===== src/rtl/irq_vector_arbiter.sv =====
module irq_vector_arbiter #(
  parameter int N = 8,
  localparam int IW = (N > 1) ? $clog2(N) : 1
) (
  input  logic          clk_i,
  input  logic          rst_ni,
  input  logic [N-1:0]  evt_i,
  input  logic [N-1:0]  lvl_mode_i,
  input  logic          wr_en_i,
  input  logic          wr_sel_i,
  input  logic [N-1:0]  wr_data_i,
  input  logic          boundary_i,
  input  logic          sei_i,
  input  logic          reti_i,
  input  logic          ack_i,
  output logic          irq_o,
  output logic [IW-1:0] vec_o,
  output logic          gie_o
);

  logic [N-1:0]  en_q, flag_q, flag_d, src_req, take_clr, sw_clr;
  logic          gie_q, hold_q, irq_q, any;
  logic [IW-1:0] vec_q, win;

  assign src_req = en_q & ((lvl_mode_i & evt_i) | (~lvl_mode_i & flag_q));

  always_comb begin
    win = '0;
    any = 1'b0;
    for (int i = N - 1; i >= 0; i--) begin
      if (src_req[i]) begin
        win = IW'(i);
        any = 1'b1;
      end
    end
  end

  wire take   = irq_q & ack_i;
  wire strobe = sei_i | reti_i;
  wire raise  = boundary_i & gie_q & ~hold_q & ~strobe & ~irq_q & any;

  always_comb begin
    for (int i = 0; i < N; i++) take_clr[i] = take && (vec_q == IW'(i));
  end

  assign sw_clr = (wr_en_i && wr_sel_i) ? wr_data_i : '0;
  assign flag_d = ((flag_q & ~take_clr & ~sw_clr) | evt_i) & ~lvl_mode_i;

  always_ff @(posedge clk_i or negedge rst_ni) begin
    if (!rst_ni) begin
      en_q   <= '0;
      flag_q <= '0;
      gie_q  <= 1'b0;
      hold_q <= 1'b0;
      irq_q  <= 1'b0;
      vec_q  <= '0;
    end else begin
      flag_q <= flag_d;
      if (wr_en_i && !wr_sel_i) en_q <= wr_data_i;
      if (take)        gie_q <= 1'b0;
      else if (strobe) gie_q <= 1'b1;
      if (strobe)          hold_q <= 1'b1;
      else if (boundary_i) hold_q <= 1'b0;
      if (raise) begin
        irq_q <= 1'b1;
        vec_q <= win;
      end else if (take) begin
        irq_q <= 1'b0;
      end
    end
  end

  assign irq_o = irq_q;
  assign vec_o = vec_q;
  assign gie_o = gie_q;


  hold_req_chk: assert property (@(posedge clk_i) disable iff (!rst_ni)
    irq_o && !ack_i |=> irq_o && $stable(vec_o));


  rise_at_boundary_chk: assert property (@(posedge clk_i) disable iff (!rst_ni)
    $rose(irq_o) |-> $past(boundary_i));


  take_drops_gie_chk: assert property (@(posedge clk_i) disable iff (!rst_ni)
    irq_o && ack_i && !sei_i && !reti_i |=> !gie_o && !irq_o);


  gap_after_strobe_chk: assert property (@(posedge clk_i) disable iff (!rst_ni)
    sei_i || reti_i |=> !$rose(irq_o));


  level_no_flag_chk: assert property (@(posedge clk_i) disable iff (!rst_ni)
    lvl_mode_i != '0 |=> (flag_q & $past(lvl_mode_i)) == '0);


  set_wins_chk: assert property (@(posedge clk_i) disable iff (!rst_ni)
    (evt_i & ~lvl_mode_i) != '0 |=>
      (flag_q & $past(evt_i & ~lvl_mode_i)) == $past(evt_i & ~lvl_mode_i));

endmodule


===== config.mk =====
export PLATFORM = sky130hd
export DESIGN_NAME = irq_vector_arbiter
export DESIGN_NICKNAME = d
export VERILOG_FILES = /design/src/rtl/irq_vector_arbiter.sv
export SDC_FILE = /design/constraint.sdc
export NUM_CORES = 1
export LEC_CHECK = 0
export ABC_AREA = 1
export CAP_MARGIN = 10
export CORE_MARGIN = 2
export CORE_UTILIZATION = 25
export DETAILED_ROUTE_END_ITERATION = 8
export GPL_TIMING_DRIVEN = 0
export PLACE_DENSITY_LB_ADDON = 0.25
export SYNTH_ARGS = -nofsm -noshare
export SYNTH_HDL_FRONTEND = slang
export SYNTH_SLANG_ARGS = --single-unit

===== constraint.sdc =====
create_clock -name clk_i -period 2 [get_ports clk_i]
set_input_delay 0.4 -clock clk_i [delete_from_list [all_inputs] [get_ports clk_i]]
set_output_delay 0.4 -clock clk_i [all_outputs]
set_load 0.005 [all_outputs]

==> flow_metrics.py, run 1 <==
metrics = {
    "status": {
        "status": "finished clean",
    },
    "critical_path": {
        "worstPathArrival_ps": 1230,
        "r2r-start": "irq_o$_DFFE_PN0P_",
        "critPathLaunch": "vec_o[0]$_DFFE_PN0P_",
        "crit_path_end": "vec_o[0]",
        "rr_worst_depth": 5,
        "worstPathMaxFanout": 6,
        "worst-setup-path-type": "flip-flop to primary output",
        "cp_slowest_cell": "clkdlybuf4s50_1",
        "critPathTopFamily": "buffers and inverters",
        "cpPeakStageDelay_ps": 530,
        "worst-path-buf-inv": 1,
        "cp-end-kind": "primary output",
        "cp-start-kind": "flip-flop",
        "path_cells": "clkdlybuf4s50_1",
        "reg2reg_slack_ps": 720,
        "required_ps": 1600,
        "cp.depth": 1,
        "reg2reg_to": "flag_q[2]$_DFF_PN0_",
    },
    "yosys": {
        "syn_nets": 199,
        "synth_top_area_share_pct": 45.6,
        "yosysMostFrequentCell": "nand2_1",
        "ys_warn_count": 0,
        "netlist_instances": 167,
        "avgSynthCellArea_sq_um": 7.22,
        "ys_ff_latch": 22,
        "synth_area_sq_um": 1210,
        "postSynth.asyncResetShare_pct": 100,
        "synth-edff-count": 0,
        "synth_top_area_cell": "dfrtp_1",
        "synth_flop_cell": "dfrtp_1",
        "ys_types": 20,
        "synthTopCellsByCount": "nand2_1 (45), inv_1 (38), dfrtp_1 (22)",
        "synth-seq-area-share_pct": 45.6,
        "synth_area_leaders": "dfrtp_1 (46%), nand2_1 (14%), inv_1 (12%)",
    },
    "sta": {
        "relSlewSlack_pct": 32.9,
        "finalCritPeriodShare_pct": 81.6,
        "setup_tns_ps": 0,
        "rsz0062_at_grt": "no",
        "period_minus_slack_ps": 1630,
        "worst_pin_slew_ps": 1000,
        "report.final.hold_viol_count": 0,
        "fmax_mhz": 612,
        "finClkSkew_ps": 1.20,
        "drv_slew": 0,
        "setup_viol": 0,
    },
    "power_and_ir_drop": {
        "pwr-share-clk_pct": 25.2,
        "pwr-share-comb_pct": 25.8,
        "power.switching_mw": 0.311,
        "power.share.sequential_pct": 49.0,
        "irDropWorstVdd_mv": 0.244,
        "p_leak_nw": 0.847,
        "swShare_pct": 28.8,
        "power.internal_mw": 0.770,
        "powerDensity_nw_per_um2": 645,
    },
    "cts": {
        "cts_resized": 0,
        "cts_tree": "yes",
        "htreeDepth": 1,
        "clk_latency_ps": 260,
        "hold_buffers": 0,
        "cts_made_buffers": 3,
        "post_cts.repair.setup_buffers": 0,
        "clk_pin_slew_ps": 80,
        "cts.sinks": 22,
        "clockBufferDepth": 2,
        "clock-root-buffer": "clkbuf_8",
    },
    "global_route": {
        "grt_pass1_wl_microns": 4630,
        "grt_pass1_vias": 1047,
        "grt_usage_pct": 11.3,
        "antenna_found_initial": 0,
        "grt_max_degree": 23,
        "globalRouteOverflowTotal": 0,
    },
    "layout": {
        "drive_above_1_share_pct": 5.34,
        "n_antenna_cell": 0,
        "stdcell_count": 260,
        "nets": 240,
        "syn_to_final_growth_pct": 38.9,
        "nFillCells": 528,
    },
    "floorplan": {
        "start_util_pct": 25.7,
        "fp.coreArea_sq_um": 4690,
        "die_y_microns": 73.5,
        "placementRows": 25,
        "die_area_sq_um": 5400,
        "io_pins": 37,
        "die_w_microns": 73.5,
    },
    "detailed_routing": {
        "ant_nets": 0,
        "dr.pass1.iters": 4,
        "avgRoutedWirePerCell_microns": 10.7,
        "routed-via-count": 1131,
        "wirelength_microns": 2770,
        "drc": 0,
        "drt_iter0_drc": 60,
        "via_per_inst": 4.35,
    },
    "placed_design": {
        "dpl.hpwl_microns": 2230,
        "globalplace.congestion": 0.818,
        "dp_cells": 257,
        "io_buffers": 36,
    },
    "worst_hold_path": {
        "hold_class": "flip-flop to flip-flop",
    },
    "run": {
        "drv_cap": 0,
    },
}
-- cell families (layout without fill, tap and decap cells) --
kind of cell	Yosys count	count (layout)	share of synthesized area, %
and+or+nand+nor	67	67	24.9
AOI/OAI and AO/OA	39	39	17.3
buffers and inverters	39	78	12.1
DFF	22	22	45.6
-- sequential cells by signal (all words and copies together) (netlist names) --
name    count
en_q        8
flag_q      8
gie_o       1
hold_q      1
irq_o       1
vec_o       3
-- power groups by stage --
| stage | registers [mW] | clock network, mW | logic, mW |
|---|---|---|---|
| 6_report | 0.530 | 0.273 | 0.278 |
| 4_1_cts | 0.530 | 0.289 | 0.285 |
| 3_5_place_dp | 0.539 | 0 | 0.284 |
| 2_1_floorplan | 0.533 | 0 | 0.140 |
| 5_1_grt | 0.537 | 0.303 | 0.323 |
| 3_3_place_gp | 0.539 | 0 | 0.281 |
-- metrics by stage --
step	setup WS, ps	power, mW	area (sq um)	utilization, %	hold slack, ps
2_1_floorplan	797	0.673	1210	-	104
3_3_place_gp	204	0.820	1630	34.8	468
3_5_place_dp	168	0.823	1630	34.8	473
4_1_cts	354	1.10	1680	35.7	493
5_1_grt	299	1.16	1680	35.7	501
6_report	367	1.08	1680	35.7	488
-- cells in the final DEF (no fill, tap or decap) --
| cell | count |
|---|---|
| dfrtp_1 | 22 |
| or2_1 | 1 |
| o211ai_1 | 1 |
| nand2_2 | 2 |
| a21oi_1 | 15 |
| o21a_1 | 1 |
| o21bai_1 | 1 |
| nand3_2 | 1 |
| nor2_2 | 2 |
| clkbuf_8 | 3 |
| nand2_1 | 45 |
| nand3_1 | 6 |
| o21ai_1 | 2 |
| nor4_4 | 1 |
| nor2_1 | 8 |
| inv_1 | 38 |
| clkbuf_1 | 1 |
| a22oi_1 | 1 |
| o21ai_0 | 17 |
| clkdlybuf4s50_1 | 36 |
| or2_4 | 1 |
| o21ai_2 | 1 |
-- layer usage --
layer / part of all wire [%] / routed length, microns / track usage [%]
met5: 0 / 0 / 0
met4: 1.4 / 40 / 4.85
met3: 5.3 / 148 / 2.33
met2: 45 / 1250 / 17.3
met1: 48 / 1340 / 15.3
-- final cells by class --
| cell class | count | area [sq um] | area share (%) |
|---|---|---|---|
| clock buffers | 3 | 41.3 | 2.46 |
| multi-input cells | 106 | 509 | 30.4 |
| well taps | 54 | 67.6 | 4.03 |
| plain buffers | 1 | 3.75 | 0.224 |
| flip-flops and latches | 22 | 551 | 32.9 |
| repair buffers | 36 | 360 | 21.5 |
| inverters | 38 | 143 | 8.51 |
-- worst min path at each step --
| stage | from | endpoint | slack (ps) | cells after the start |
|---|---|---|---|---|
| finish | en_q[7]$_DFFE_PN0P_ | en_q[7]$_DFFE_PN0P_ | 490 | 2 |
| global route | en_q[2]$_DFFE_PN0P_ | en_q[2]$_DFFE_PN0P_ | 500 | 2 |
| CTS | en_q[2]$_DFFE_PN0P_ | en_q[2]$_DFFE_PN0P_ | 490 | 2 |
| detailed placement | en_q[7]$_DFFE_PN0P_ | en_q[7]$_DFFE_PN0P_ | 470 | 2 |
| global placement | en_q[2]$_DFFE_PN0P_ | en_q[2]$_DFFE_PN0P_ | 470 | 2 |
| floorplan | rst_ni | en_q[0]$_DFFE_PN0P_ | 100 | 0 |
Power figures use the tool's default switching activity.
==> inputs of run 2 (changes only) <==
==> constraint.sdc (replaced) <==
create_clock -name clk_i -period 1.7 [get_ports clk_i]
set_input_delay 0.34 -clock clk_i [delete_from_list [all_inputs] [get_ports clk_i]]
set_output_delay 0.34 -clock clk_i [all_outputs]
set_load 0.005 [all_outputs]
==> results of run 2 <==
Same layout as run 1 (identical final DEF). Status: finished clean.
Main changes from that run: setup slack after placement 168 ps -> -71.6 ps; setup slack after layout 367 ps -> 127 ps; register-to-register setup slack 720 ps -> 420 ps; total power 1.08 mW -> 1.27 mW; worst IR drop on VDD 0.244 mV -> 0.288 mV
